===== src/rtl/mpriv_pkg.sv =====
`timescale 1ns/1ps
package mpriv_pkg;
  typedef enum logic [2:0] {
    U_NONE  = 3'd0,
    U_SCU   = 3'd1,
    U_CPUIF = 3'd2,
    U_TMR   = 3'd3,
    U_WDG   = 3'd4,
    U_DIST  = 3'd5
  } unit_e;

  localparam int WIN_AW      = 13;
  localparam int OFF_W       = 12;
  localparam int CPUIF_PAGE0 = 1;
  localparam int TMR_PAGE0   = 6;
  localparam int PPI_LINES   = 32;
  localparam int PPI_TMR_POS = 29;
  localparam int PPI_WDG_POS = 30;
endpackage


===== src/rtl/mpriv_addr_dec.sv =====
`timescale 1ns/1ps
module mpriv_addr_dec
  import mpriv_pkg::*;
#(
  parameter int NCORE  = 1,
  parameter int CORE_W = 1
) (
  input  logic [WIN_AW-1:0] addr,
  input  logic [CORE_W-1:0] req_core,
  output unit_e             unit,
  output logic [CORE_W-1:0] core,
  output logic [OFF_W-1:0]  off
);
  int pg;
  int view;

  always_comb begin
    unit = U_NONE;
    core = '0;
    off  = '0;
    view = 0;
    pg   = int'(addr[11:8]);
    if (addr[12]) begin
      unit = U_DIST;
      off  = addr[11:0];
    end else if (pg == 0) begin
      unit = U_SCU;
      off  = {4'b0, addr[7:0]};
    end else if (pg >= CPUIF_PAGE0 && pg <= CPUIF_PAGE0 + NCORE) begin
      unit = U_CPUIF;
      view = pg - CPUIF_PAGE0;
      off  = {4'b0, addr[7:0]};
    end else if (pg >= TMR_PAGE0 && pg <= TMR_PAGE0 + NCORE && addr[7:6] == 2'b00) begin
      unit = addr[5] ? U_WDG : U_TMR;
      view = pg - TMR_PAGE0;
      off  = {7'b0, addr[4:0]};
    end
    if (unit == U_CPUIF || unit == U_TMR || unit == U_WDG) begin
      if (view == 0) begin
        if (int'(req_core) < NCORE) core = req_core;
        else begin
          unit = U_NONE;
          off  = '0;
        end
      end else begin
        core = CORE_W'(view - 1);
      end
    end
  end
endmodule


===== src/rtl/mpriv_scu_regs.sv =====
`timescale 1ns/1ps
module mpriv_scu_regs #(
  parameter int NCORE = 1,
  parameter int DW    = 32
) (
  input  logic          clk,
  input  logic          rst,
  input  logic          hit,
  input  logic          we,
  input  logic [7:0]    off,
  input  logic [DW-1:0] wdata,
  output logic [DW-1:0] rdata,
  output logic          bad
);
  localparam logic [DW-1:0] CFG_WORD =
    (DW'((1 << NCORE) - 1) << 4) | DW'(NCORE - 1);

  logic ctrl_q;

  always_ff @(posedge clk) begin
    if (rst) ctrl_q <= 1'b0;
    else if (hit && we && off == 8'h00) ctrl_q <= wdata[0];
  end

  always_comb begin
    rdata = '0;
    bad   = 1'b0;
    case (off)
      8'h00:        rdata = {{(DW-1){1'b0}}, ctrl_q};
      8'h04:        rdata = CFG_WORD;
      8'h08, 8'h0C: rdata = '0;
      default:      bad   = 1'b1;
    endcase
  end
endmodule


===== src/rtl/mpriv_irq_route.sv =====
`timescale 1ns/1ps
module mpriv_irq_route
  import mpriv_pkg::*;
#(
  parameter int NCORE = 1
) (
  input  logic                       clk,
  input  logic                       rst,
  input  logic [NCORE-1:0]           tmr_irq,
  input  logic [NCORE-1:0]           wdg_irq,
  output logic [NCORE*PPI_LINES-1:0] ppi
);
  logic [NCORE*PPI_LINES-1:0] ppi_d;

  for (genvar g = 0; g < NCORE; g++) begin : g_core
    always_comb begin
      ppi_d[g*PPI_LINES +: PPI_LINES]              = '0;
      ppi_d[g*PPI_LINES + PPI_TMR_POS]             = tmr_irq[g];
      ppi_d[g*PPI_LINES + PPI_WDG_POS]             = wdg_irq[g];
    end
  end

  always_ff @(posedge clk) begin
    if (rst) ppi <= '0;
    else     ppi <= ppi_d;
  end
endmodule


===== src/rtl/mpriv_decoder.sv =====
`timescale 1ns/1ps
module mpriv_decoder
  import mpriv_pkg::*;
#(
  parameter int NCORE  = 1,
  parameter int DW     = 32,
  parameter int CORE_W = (NCORE > 1) ? $clog2(NCORE) : 1
) (
  input  logic                       clk,
  input  logic                       rst,
  input  logic                       req_valid,
  output logic                       req_ready,
  input  logic [WIN_AW-1:0]          req_addr,
  input  logic                       req_we,
  input  logic [DW-1:0]              req_wdata,
  input  logic [CORE_W-1:0]          req_core,
  output logic                       rsp_valid,
  output logic [DW-1:0]              rsp_rdata,
  output logic                       rsp_err,
  output logic                       unit_we,
  output logic [DW-1:0]              unit_wdata,
  output logic [OFF_W-1:0]           unit_off,
  output logic [NCORE-1:0]           sel_cpuif,
  output logic [NCORE-1:0]           sel_tmr,
  output logic [NCORE-1:0]           sel_wdg,
  output logic                       sel_dist,
  input  logic [NCORE*DW-1:0]        cpuif_rdata,
  input  logic [NCORE*DW-1:0]        tmr_rdata,
  input  logic [NCORE*DW-1:0]        wdg_rdata,
  input  logic [DW-1:0]              dist_rdata,
  input  logic [NCORE-1:0]           tmr_irq,
  input  logic [NCORE-1:0]           wdg_irq,
  output logic [NCORE*PPI_LINES-1:0] ppi
);
  unit_e             unit;
  logic [CORE_W-1:0] core;
  logic              acc;
  logic              ready_q;
  logic [DW-1:0]     scu_rdata;
  logic              scu_bad;
  logic [DW-1:0]     rd_nxt;
  logic              err_nxt;
  logic [DW-1:0]     cpu_rd [NCORE];
  logic [DW-1:0]     tmr_rd [NCORE];
  logic [DW-1:0]     wdg_rd [NCORE];

  assign acc        = req_valid && ready_q;
  assign req_ready  = ready_q;
  assign unit_we    = req_we;
  assign unit_wdata = req_wdata;

  always_ff @(posedge clk) begin
    if (rst) ready_q <= 1'b0;
    else     ready_q <= 1'b1;
  end

  mpriv_addr_dec #(.NCORE(NCORE), .CORE_W(CORE_W)) u_dec (
    .addr     (req_addr),
    .req_core (req_core),
    .unit     (unit),
    .core     (core),
    .off      (unit_off)
  );

  mpriv_scu_regs #(.NCORE(NCORE), .DW(DW)) u_scu (
    .clk   (clk),
    .rst   (rst),
    .hit   (acc && unit == U_SCU),
    .we    (req_we),
    .off   (req_addr[7:0]),
    .wdata (req_wdata),
    .rdata (scu_rdata),
    .bad   (scu_bad)
  );

  mpriv_irq_route #(.NCORE(NCORE)) u_irq (
    .clk     (clk),
    .rst     (rst),
    .tmr_irq (tmr_irq),
    .wdg_irq (wdg_irq),
    .ppi     (ppi)
  );

  for (genvar g = 0; g < NCORE; g++) begin : g_core
    logic hit_core;
    assign hit_core     = acc && core == CORE_W'(g);
    assign sel_cpuif[g] = hit_core && unit == U_CPUIF;
    assign sel_tmr[g]   = hit_core && unit == U_TMR;
    assign sel_wdg[g]   = hit_core && unit == U_WDG;
    assign cpu_rd[g]    = cpuif_rdata[g*DW +: DW];
    assign tmr_rd[g]    = tmr_rdata[g*DW +: DW];
    assign wdg_rd[g]    = wdg_rdata[g*DW +: DW];
  end
  assign sel_dist = acc && unit == U_DIST;

  always_comb begin
    rd_nxt = '0;
    case (unit)
      U_SCU:  rd_nxt = scu_rdata;
      U_DIST: rd_nxt = dist_rdata;
      U_CPUIF, U_TMR, U_WDG: begin
        for (int c = 0; c < NCORE; c++) begin
          if (core == CORE_W'(c)) begin
            if (unit == U_CPUIF)    rd_nxt = cpu_rd[c];
            else if (unit == U_TMR) rd_nxt = tmr_rd[c];
            else                    rd_nxt = wdg_rd[c];
          end
        end
      end
      default: rd_nxt = '0;
    endcase
  end

  assign err_nxt = acc && (unit == U_NONE || (unit == U_SCU && scu_bad));

  always_ff @(posedge clk) begin
    if (rst) begin
      rsp_valid <= 1'b0;
      rsp_rdata <= '0;
      rsp_err   <= 1'b0;
    end else begin
      rsp_valid <= acc;
      rsp_rdata <= (acc && !req_we) ? rd_nxt : '0;
      rsp_err   <= err_nxt;
    end
  end
endmodule


===== config.mk =====
export PLATFORM = sky130hd
export DESIGN_NAME = mpriv_decoder
export DESIGN_NICKNAME = d
export VERILOG_FILES = /design/src/rtl/mpriv_pkg.sv /design/src/rtl/mpriv_addr_dec.sv /design/src/rtl/mpriv_scu_regs.sv /design/src/rtl/mpriv_irq_route.sv /design/src/rtl/mpriv_decoder.sv
export SDC_FILE = /design/constraint.sdc
export NUM_CORES = 1
export LEC_CHECK = 0
export ABC_CLOCK_PERIOD_IN_PS = 3230
export BUFFER_PORTS_ARGS = -buffer_cell sky130_fd_sc_hd__buf_2
export CAP_MARGIN = 20
export CORE_AREA = 2 2 116 118
export DETAILED_ROUTE_END_ITERATION = 16
export DIE_AREA = 0 0 118 120
export PLACE_DENSITY = 0.69
export SLEW_MARGIN = 20
export SYNTH_ARGS = -nofsm -noshare
export SYNTH_HDL_FRONTEND = slang
export SYNTH_SLANG_ARGS = --single-unit

===== constraint.sdc =====
create_clock -name clk -period 3.23 [get_ports clk]
set_clock_uncertainty 0.2 [all_clocks]
set_input_delay 0.323 -clock clk [delete_from_list [all_inputs] [get_ports clk]]
set_output_delay 0.323 -clock clk [all_outputs]
set_load 0.01 [all_outputs]

==> run_results.csv <==
group,metric,value,unit
sta,period_share,93.7,%
cells_and_area,area_delta_synth_final,33.4,%
placement,routabilityCongestion,0.837,
routing,drcViolationCount,0,
critical_path,crit_fanout,6,
critical_path,worst_path_max_delay_cell,"a211oi_1",
die,pin_count,296,
die,initial_core_util,23.8,%
critical_path,end_kind,"output pin",
cells_and_area,n_antenna_cell,0,
critical_path,path_buf_inv,3,
clock_tree,cts.path.max_buffers,2,
die,die_x,118,µm
sta,drv_slew,0,
flow_run,cap_violations,0,
grt,antenna_found_initial,0,
synthesis,ys_async_sr_fraction,0,%
power,power,1300,µW
power,power_leakage,0.00218,µW
clock_tree,clkTransAtPathRegs,0.07,ns
clock_tree,cts_sinks,38,
routing,wl,11200,µm
synthesis,synth_fa_ha_area_share,3.64,%
critical_path,crit_required,2.71,ns
die,design.core.area,13000,µm²
synthesis,syn_area,3100,µm²
die,die_area,14200,µm²
routing,drtIter0Drc,202,
synthesis,syn-instance-count,384,
synthesis,synth_cell_types,52,
placement,port_buffers,203,
cells_and_area,fin_nets,736,
sta,finalSetupTns,0,ns
routing,wire_per_inst,15.4,µm
power,worst_ir_drop_vdd,155,µV
critical_path,critPathArrivalTime,2.50,ns
sta,finalSetupViolations,0,
routing,vias_per_cell,4.73,
die,die_h,120,µm
critical_path,cp_cell_sequence,"buf_2 -> inv_1 -> ha_1 -> nand2b_1 -> a211o_2 -> a211oi_1 -> nor4b_4 -> or2_2 -> nor3_1 -> buf_2",
synthesis,yosys.area_share.simple,29.3,%
sta,rsz0062_at_grt,"false",
synthesis,ys.flop_type,"dfxtp_1",
grt,grt_pass1_vias,3205,
sta,maxSlewHeadroom,62.1,%
synthesis,ys_ff_latch,38,
cells_and_area,drive_gt1_share,53.5,%
clock_tree,cts_tree,"yes",
critical_path,worstSetupStartpointType,"input pin",
sta,worst_slack,0.202,ns
placement,dp_slack,0.192,ns
clock_tree,clock_latency,0.29,ns
sta,max_freq,330,MHz
synthesis,synth.mux.area_fraction,0.323,%
grt,overflow,0,
routing,num_vias,3427,
critical_path,critPathMaxStageDelay,0.45,ns
grt,track_usage,15.0,%
grt,grt_max_degree,35,
cells_and_area,final_cell_mix,"buf_2, nand3_1, dfxtp_1, o21ai_0, or2_2",
synthesis,synth-xor-area-share,0,%
synthesis,synth_edf_count,0,
sta,tightest_slew,0.565,ns
placement,placedCellCount,716,
clock_tree,cts_made_buffers,5,
cells_and_area,utilization,31.8,%
worst_hold_path,min_path_type,"in -> reg",
synthesis,synth-seq-area-share,24.6,%
sta,hold_viol_final,0,
synthesis,ys_warn_count,0,
critical_path,critPathTopFamily,"compound AO/OA/AOI/OAI gates",
synthesis,synth_top_family_by_area,"simple AND/OR/NAND/NOR gates",
cells_and_area,final_common_cell,"buf_2",
synthesis,synth-compound-area-share,21.3,%
die,rows,42,
clock_tree,cts-htree-levels,2,
placement,dp_hpwl,8670,µm
clock_tree,cts_root_buffer,"clkbuf_16",
cells_and_area,fin_cells,724,
critical_path,critPathKind,"in -> out",
sta,finalCriticalPeriod,3.03,ns
run_status,status,"finished, final reports clean",
grt,grt_pass1_wl,16600,µm
critical_path,cpMostUsedCell,"buf_2",
routing,ant_nets,0,
routing,firstDrtPassIters,4,
power,power_density,314,nW/µm²
synthesis,avgSynthCellArea,8.06,µm²
-- synthesized netlist by cell type, types with 2 or more instances --
cell type  count  share of area, %
a32o_1         4               1.3
nand2_1        3              0.36
o211a_1        4               1.3
a211o_1        2              0.57
nor2_1         9               1.1
or2_2         31               6.3
a31oi_1        2              0.40
a32o_2        26               9.5
buf_4         63                15
dfxtp_1       38                25
buf_2          2              0.32
ha_1           9               3.6
nor4_1         3              0.61
a21oi_1        2              0.32
clkbuf_1      18               2.2
a22oi_1        2              0.48
nor3_1         5              0.81
inv_1          7              0.85
nand3b_1       2              0.48
and2_2         2              0.48
nor2b_1       12               2.4
nand3_1       67                11
o21ai_0       36               5.8
and2_1         4              0.81
buf_6          4               1.5
-- repair_timing --
action / 4_1_cts / 5_1_grt
setup buffers: 0 / 0
hold buffers: 0 / 0
resized for setup: 0 / 1
endpoints found under the setup margin: 0 / 1
-- where the power goes --
group          switching, µW  internal, µW
Clock                    223           307
Sequential              1.91           476
Combinational            155           133
-- layer usage --
metal	global-route usage (%)	up-vias	routed length, µm
met3	4.28	20	965
met1	17.4	1583	4450
met5	0	-	0
met2	26.9	200	5570
met4	4.29	0	193
li1	-	1624	-
-- cell families (layout without fill, tap and decap cells) --
| logic type | count (synthesis) | in the layout |
|---|---|---|
| multiplexers | 1 | 1 |
| buffers and inverters | 97 | 232 |
| AO/OA/AOI/OAI | 84 | 84 |
| other | 1 | 30 |
| flip-flops | 38 | 38 |
| AND/OR/NAND/NOR | 154 | 154 |
| adder cells (fa/ha/maj) | 9 | 9 |
-- flip-flops by register name (all words and copies together) (netlist names) --
| signal | count |
|---|---|
| u_scu.ctrl_q | 1 |
| rsp_valid | 1 |
| rsp_rdata | 32 |
| req_ready | 1 |
| u_irq.ppi | 2 |
| rsp_err | 1 |
-- layout make-up --
type	count	area, µm²
clock buffers	6	139
clock inverters	2	12.5
fillers	1424	8850
inverters	8	30.0
multi-input cells	278	1820
flip-flops and latches	38	761
well taps	176	220
repair buffers	216	1150
-- through the flow --
| step | hold WS [ns] | instance area (µm²) |
|---|---|---|
| finish | 0.0355 | 4130 |
| global route | 0.0315 | 4130 |
| CTS | 0.0285 | 4120 |
| detailed placement | 0.301 | 3970 |
| global placement | 0.287 | 3970 |
| floorplan | 0.180 | 3200 |
-- worst paths after layout --
path | from | to | slack, ns | cells past startpoint
setup reg to reg | req_ready | rsp_rdata[29] | 1.35 | 6
hold / removal | dist_rdata[9] | rsp_rdata[9] | 0.04 | 2
hold reg to reg | u_scu.ctrl_q | u_scu.ctrl_q | 0.32 | 2
setup / recovery | req_addr[9] | sel_wdg | 0.20 | 10
No activity file was read; power rests on OpenSTA's default activity.
